File: src/rtl/dchain_pkg.sv
package dchain_pkg;
    localparam int WORD_W    = 32;
    localparam int QW_WORDS  = 4;
    localparam int QW_W      = WORD_W * QW_WORDS;
    localparam int IDX_W     = $clog2(QW_WORDS);
    localparam int TAG_QWC_W = 16;
    localparam int QW_BYTES_LOG2 = 4;

    typedef enum logic [2:0] {
        K_LAST_REF = 3'd0,
        K_COUNT    = 3'd1,
        K_FOLLOW   = 3'd2,
        K_REF      = 3'd3,
        K_REF_STL  = 3'd4,
        K_CALL     = 3'd5,
        K_RETURN   = 3'd6,
        K_LAST     = 3'd7
    } tag_kind_e;

    typedef struct packed {
        logic                 irq;
        tag_kind_e            kind;
        logic [TAG_QWC_W-1:0] qwc;
    } tag_t;

    typedef enum logic [2:0] {
        ST_IDLE,
        ST_DECIDE,
        ST_FILL,
        ST_APPLY,
        ST_WRITE
    } state_e;

    function automatic logic kind_ends(input tag_kind_e k);
        return (k == K_LAST_REF) || (k == K_LAST);
    endfunction

    function automatic logic kind_sets_stall(input tag_kind_e k);
        return (k == K_LAST_REF) || (k == K_REF_STL);
    endfunction
endpackage

File: src/rtl/dchain_tagdec.sv
module dchain_tagdec
    import dchain_pkg::*;
(
    input  logic [WORD_W-1:0] word0,
    output tag_t              tag
);
    always_comb begin
        tag.qwc  = word0[TAG_QWC_W-1:0];
        tag.kind = tag_kind_e'(word0[30:28]);
        tag.irq  = word0[31];
    end
endmodule

File: src/rtl/dchain_qwpack.sv
module dchain_qwpack
    import dchain_pkg::*;
(
    input  logic              clk,
    input  logic              rst,
    input  logic              push,
    input  logic [IDX_W-1:0]  slot,
    input  logic [WORD_W-1:0] wdata,
    output logic [QW_W-1:0]   qw
);
    logic [WORD_W-1:0] slot_q [QW_WORDS];

    for (genvar g = 0; g < QW_WORDS; g++) begin : g_slot
        always_ff @(posedge clk) begin
            if (rst)
                slot_q[g] <= '0;
            else if (push && slot == IDX_W'(g))
                slot_q[g] <= wdata;
        end
        assign qw[g*WORD_W +: WORD_W] = slot_q[g];
    end
endmodule

File: src/rtl/dchain_rx.sv
module dchain_rx
    import dchain_pkg::*;
#(
    parameter int ADDR_W = 32,
    parameter int CNT_W  = 8,
    parameter int CYC_W  = 32
) (
    input  logic                 clk,
    input  logic                 rst,
    input  logic                 ch_start,
    input  logic                 ch_chain,
    input  logic                 tie_en,
    input  logic                 stall_en,
    input  logic [ADDR_W-1:0]    base_addr,
    input  logic [TAG_QWC_W-1:0] base_qwc,
    input  logic [CNT_W-1:0]     fifo_count,
    output logic                 fifo_rd,
    input  logic [WORD_W-1:0]    fifo_rdata,
    output logic                 mem_wr,
    output logic [ADDR_W-1:0]    mem_addr,
    output logic [QW_W-1:0]      mem_data,
    input  logic                 mem_ready,
    output logic [ADDR_W-1:0]    stall_addr,
    output logic                 busy,
    output logic                 done_irq,
    output logic [CYC_W-1:0]     done_cycles
);
    localparam logic [IDX_W-1:0] LAST_IDX = IDX_W'(QW_WORDS - 1);
    localparam logic [ADDR_W-1:0] QW_STEP = ADDR_W'(1) << QW_BYTES_LOG2;

    state_e               state_q;
    logic                 start_q;
    logic [ADDR_W-1:0]    addr_q;
    logic [TAG_QWC_W-1:0] qwc_q;
    logic                 end_q;
    logic                 is_tag_q;
    logic [IDX_W-1:0]     idx_q;
    logic [CYC_W-1:0]     tally_q;
    logic [ADDR_W-1:0]    stall_q;
    logic                 done_q;
    logic [CYC_W-1:0]     dcyc_q;

    logic [QW_W-1:0]      qw;
    tag_t                 tag;
    logic [ADDR_W-1:0]    tag_addr;
    logic                 have_qw;
    logic                 start_rise;

    dchain_qwpack u_pack (
        .clk   (clk),
        .rst   (rst),
        .push  (fifo_rd),
        .slot  (idx_q),
        .wdata (fifo_rdata),
        .qw    (qw)
    );

    dchain_tagdec u_tag (
        .word0 (qw[WORD_W-1:0]),
        .tag   (tag)
    );

    assign tag_addr   = ADDR_W'(qw[2*WORD_W-1:WORD_W]);
    assign have_qw    = fifo_count >= CNT_W'(QW_WORDS);
    assign start_rise = ch_start && !start_q;

    assign fifo_rd     = (state_q == ST_FILL);
    assign mem_wr      = (state_q == ST_WRITE);
    assign mem_addr    = addr_q;
    assign mem_data    = qw;
    assign stall_addr  = stall_q;
    assign busy        = (state_q != ST_IDLE);
    assign done_irq    = done_q;
    assign done_cycles = dcyc_q;

    always_ff @(posedge clk) begin
        if (rst) begin
            state_q  <= ST_IDLE;
            start_q  <= 1'b0;
            addr_q   <= '0;
            qwc_q    <= '0;
            end_q    <= 1'b0;
            is_tag_q <= 1'b0;
            idx_q    <= '0;
            tally_q  <= '0;
            stall_q  <= '0;
            done_q   <= 1'b0;
            dcyc_q   <= '0;
        end else begin
            start_q <= ch_start;
            done_q  <= 1'b0;
            case (state_q)
                ST_IDLE: begin
                    if (start_rise) begin
                        addr_q  <= base_addr;
                        qwc_q   <= base_qwc;
                        end_q   <= 1'b0;
                        tally_q <= '0;
                        state_q <= ST_DECIDE;
                    end
                end
                ST_DECIDE: begin
                    if (!ch_start) begin
                        end_q   <= 1'b0;
                        state_q <= ST_IDLE;
                    end else if (qwc_q == '0) begin
                        if (!ch_chain || end_q) begin
                            end_q   <= 1'b0;
                            done_q  <= 1'b1;
                            dcyc_q  <= (tally_q == '0) ? CYC_W'(1) : tally_q;
                            state_q <= ST_IDLE;
                        end else if (have_qw) begin
                            is_tag_q <= 1'b1;
                            idx_q    <= '0;
                            state_q  <= ST_FILL;
                        end
                    end else if (have_qw) begin
                        is_tag_q <= 1'b0;
                        idx_q    <= '0;
                        state_q  <= ST_FILL;
                    end
                end
                ST_FILL: begin
                    idx_q <= idx_q + 1'b1;
                    if (idx_q == LAST_IDX)
                        state_q <= is_tag_q ? ST_APPLY : ST_WRITE;
                end
                ST_APPLY: begin
                    qwc_q  <= tag.qwc;
                    addr_q <= tag_addr;
                    end_q  <= end_q | (tie_en & tag.irq) | kind_ends(tag.kind);
                    if (stall_en && kind_sets_stall(tag.kind))
                        stall_q <= tag_addr + (ADDR_W'(tag.qwc) << QW_BYTES_LOG2);
                    state_q <= ST_DECIDE;
                end
                ST_WRITE: begin
                    if (mem_ready) begin
                        addr_q  <= addr_q + QW_STEP;
                        qwc_q   <= qwc_q - 1'b1;
                        tally_q <= tally_q + 1'b1;
                        state_q <= ST_DECIDE;
                    end
                end
                default: state_q <= ST_IDLE;
            endcase
        end
    end
endmodule

File: config.mk
export PLATFORM = sky130hd
export DESIGN_NAME = dchain_rx
export DESIGN_NICKNAME = d
export VERILOG_FILES = /design/src/rtl/dchain_pkg.sv /design/src/rtl/dchain_tagdec.sv /design/src/rtl/dchain_qwpack.sv /design/src/rtl/dchain_rx.sv
export SDC_FILE = /design/constraint.sdc
export NUM_CORES = 1
export LEC_CHECK = 0
export ABC_CLOCK_PERIOD_IN_PS = 4200
export BUFFER_PORTS_ARGS = -buffer_cell sky130_fd_sc_hd__buf_2
export CAP_MARGIN = 0
export CORE_UTILIZATION = 39
export CTS_CLUSTER_SIZE = 12
export DETAILED_ROUTE_END_ITERATION = 7
export PLACE_DENSITY = 0.62
export SLEW_MARGIN = 10
export SYNTH_ARGS = -nofsm -noshare
export SYNTH_HDL_FRONTEND = slang
export SYNTH_SLANG_ARGS = --single-unit
export TNS_END_PERCENT = 5
File: constraint.sdc
create_clock -name clk -period 4.2 [get_ports clk]
set_clock_uncertainty 0.2 [all_clocks]
set_input_delay 0.21 -clock clk [delete_from_list [all_inputs] [get_ports clk]]
set_output_delay 0.21 -clock clk [all_outputs]
set_load 0.01 [all_outputs]
==> results.json <==
{
  "max_cap_viol_count": 0,
  "status": "complete, no violations",
  "rows": 67,
  "final_area_mm2": 0.01751,
  "cts_tree": "done",
  "die_y_um": 187.0,
  "required_ns": 4.41,
  "core-area_mm2": 0.03362,
  "grt_usage_pct": 26.41,
  "yosysWarnings": 0,
  "seq_area_frac_synth_pct": 51.74,
  "leakage_uw": 0.007620,
  "overflow": 0,
  "timing.reg2reg.setup_slack_ns": 0.82,
  "cts_made_buffers": 34,
  "yosysTopAreaCell": "edfxtp_1",
  "cp-start-kind": "input pin",
  "grt_pass1_wl_um": 71890,
  "critPathMostFrequentCell": "dlygate4sd3_1",
  "slowest_delay_ns": 0.59,
  "cts_num_sinks": 281,
  "cp_max_fo": 26,
  "end_kind": "register",
  "stdcell_count": 2234,
  "drt-initial-drc-count": 933,
  "drive_gt1_share_pct": 23.24,
  "syn_inst": 1372,
  "drt_first_pass_iters": 5,
  "yosysMostFrequentCell": "dfxtp_1",
  "rsz0062_at_grt": "no",
  "clk_latency_ns": 0.54,
  "grt_pass1_vias": 12190,
  "area_growth_pct": 31.19,
  "viasPerCell": 5.690,
  "grt_max_degree": 129,
  "ys_seq_elements": 281,
  "fmax_mhz": 294.6,
  "wl_um": 47160,
  "nets": 1881,
  "fill_cells": 3073,
  "synth_nets": 1492,
  "vdd_drop_max_mv": 0.4034,
  "worstMarginPinSlew_ns": 1.032,
  "slew_violations": 0,
  "setup_viol": 0,
  "cp_slowest_cell": "dlygate4sd3_1",
  "synth.distinct_cells": 77,
  "ios": 323,
  "dp_cells": 2071,
  "synthArstFlopShare_pct": 0,
  "clk_pin_slew_ns": 0.06,
  "antenna_found_initial": 0,
  "crit_arrival_ns": 3.60,
  "vias": 12710,
  "critPathCapture": "qwc_q[14]",
  "hpwlAfterDp_um": 33180,
  "powerDensity_mw_per_mm2": 506.2,
  "clockRootBuffer": "clkbuf_16",
  "hold_viol": 0,
  "worstSetupStartpoint": "ch_start",
  "syn-cell-area_mm2": 0.01335,
  "setup_tns_ns": 0,
  "cts-root-to-sink-buffers": 3,
  "crit_type": "input pin to register",
  "postRouteAntennaNets": 0,
  "portBuffers": 320,
  "reg2reg_from": "state_q[0]",
  "fp.dieW_um": 187.0,
  "cp_cell_sequence": "dlygate4sd3_1 -> buf_2 -> nor2b_1 -> o211ai_1 -> nand2_1 -> buf_4 -> o21ai_0 -> a22oi_1 -> nor2_1 -> dlygate4sd3_1",
  "place_area_mm2": 0.01537,
  "gp_routability_congestion": 0.8914,
  "slew_headroom_pct": 31.20,
  "wl_per_cell_um": 21.11,
  "synth-edff-count": 128,
  "ys_top_cells_by_area": "edfxtp_1 (29%), dfxtp_1 (23%), and3_1 (6.9%)",
  "min_period_over_period_pct": 80.82,
  "post_cts_resized": 0,
  "synth_common_cells": "dfxtp_1 (153), and3_1 (147), nor2_1 (132), edfxtp_1 (128), nand2_1 (97)",
  "synth.avg_cell_area_um2": 9.730,
  "min_period_ns": 3.395,
  "reg2reg_depth": 8,
  "worstReg2RegEnd": "qwc_q[14]",
  "h-tree-depth": 2,
  "start_util_pct": 39.71,
  "n_antenna_cell": 0,
  "cts_setup_buffers": 0,
  "drc": 0,
  "yosys_most_used_dff": "dfxtp_1",
  "whs_ns": 0.09806,
  "die_area_mm2": 0.03497,
  "synth_top_area_share_pct": 28.79,
  "hold_path.class": "input pin to register"
}
layer usage:
metal	part of all wire (%)	routed length, um	GRT usage, %
met1	41	19410	34.19
met2	45	21390	41.70
met3	8.6	4045	5.722
met4	4.9	2310	13.18
met5	0	0	0
metrics by stage:
step	total power [uW]	setup WS (ns)	utilization, %
final	8865	0.8054	52.10
after global routing	9290	0.4890	52.10
after CTS	8878	0.8271	52.10
after global placement	5750	1.239	45.72
after floorplan	4896	1.496	-
after detailed placement	5794	1.187	45.72
worst min path at each step:
| stage | from | end | slack, ns | depth (start not counted) |
|---|---|---|---|---|
| 6_report | fifo_count[6] | state_q[0] | 0.1 | 5 |
| 5_1_grt | fifo_count[7] | state_q[0] | 0.13 | 5 |
| 4_1_cts | fifo_count[7] | state_q[0] | 0.08 | 5 |
| 3_5_place_dp | stall_addr[10] | stall_addr[10] | 0.24 | 2 |
| 3_3_place_gp | stall_addr[7] | stall_addr[7] | 0.24 | 2 |
| 2_1_floorplan | ch_start | start_q | 0.14 | 1 |
cell families after synthesis:
group           Yosys count  share of synthesized area, %
buf+inv                 116                         3.365
mux                      34                         2.559
fa+ha+maj                25                         2.399
flops                   281                         51.74
simple gates            567                         22.06
xor+xnor                 34                         2.231
compound gates          315                         15.64
cells in the final DEF, fill, tap and decap left out, types with 17 or more instances in the layout:
master	synthesis	final
a21oi_1	71	71
a22oi_1	32	32
and3_1	147	147
buf_2	1	319
buf_4	3	24
clkbuf_16	0	35
dfxtp_1	153	153
dlygate4sd3_1	0	102
edfxtp_1	128	128
ha_1	24	24
inv_1	20	20
mux2i_1	33	33
nand2_1	97	97
nand3_1	46	46
nand4_1	21	21
nor2_1	132	131
nor3_1	43	42
nor4_1	17	17
o21ai_0	87	87
xnor2_1	19	19
flip-flops by register name (all words and copies together) (netlist names):
signal         count
u_pack.slot_q    128
done_irq           1
idx_q              2
state_q            3
done_cycles       32
start_q            1
tally_q           32
stall_addr        32
mem_addr          32
is_tag_q           1
qwc_q             16
end_q              1
critical path: cells and delay by family:
family	cells	cell delay (ns)
AND/OR/NAND/NOR	3	1.03
buffers and inverters	4	1.70
AO/OA/AOI/OAI	3	0.66
layout make-up:
type	instances	area, um2	area share [%]
multi-input cells	975	6002	34.27
flip-flops and latches	281	6907	39.44
clock inverters	13	168.9	0.9645
inverters	22	82.58	0.4715
well taps	448	560.5	3.201
repair buffers	447	2838	16.20
clock buffers	48	954.7	5.451
what timing repair did:
| action | 4_1_cts | 5_1_grt |
|---|---|---|
| endpoints found under the setup margin | 0 | 0 |
| hold buffers | 102 | 0 |
| hold endpoints to repair | 189 | 0 |
power breakdown:
part           internal (uW)  leakage [uW]  switching [uW]
clock network           1730      0.000542            1230
registers               3170       0.00257             364
logic                    892       0.00451            1470
Note: power is estimated with default switching activity, not from simulation.
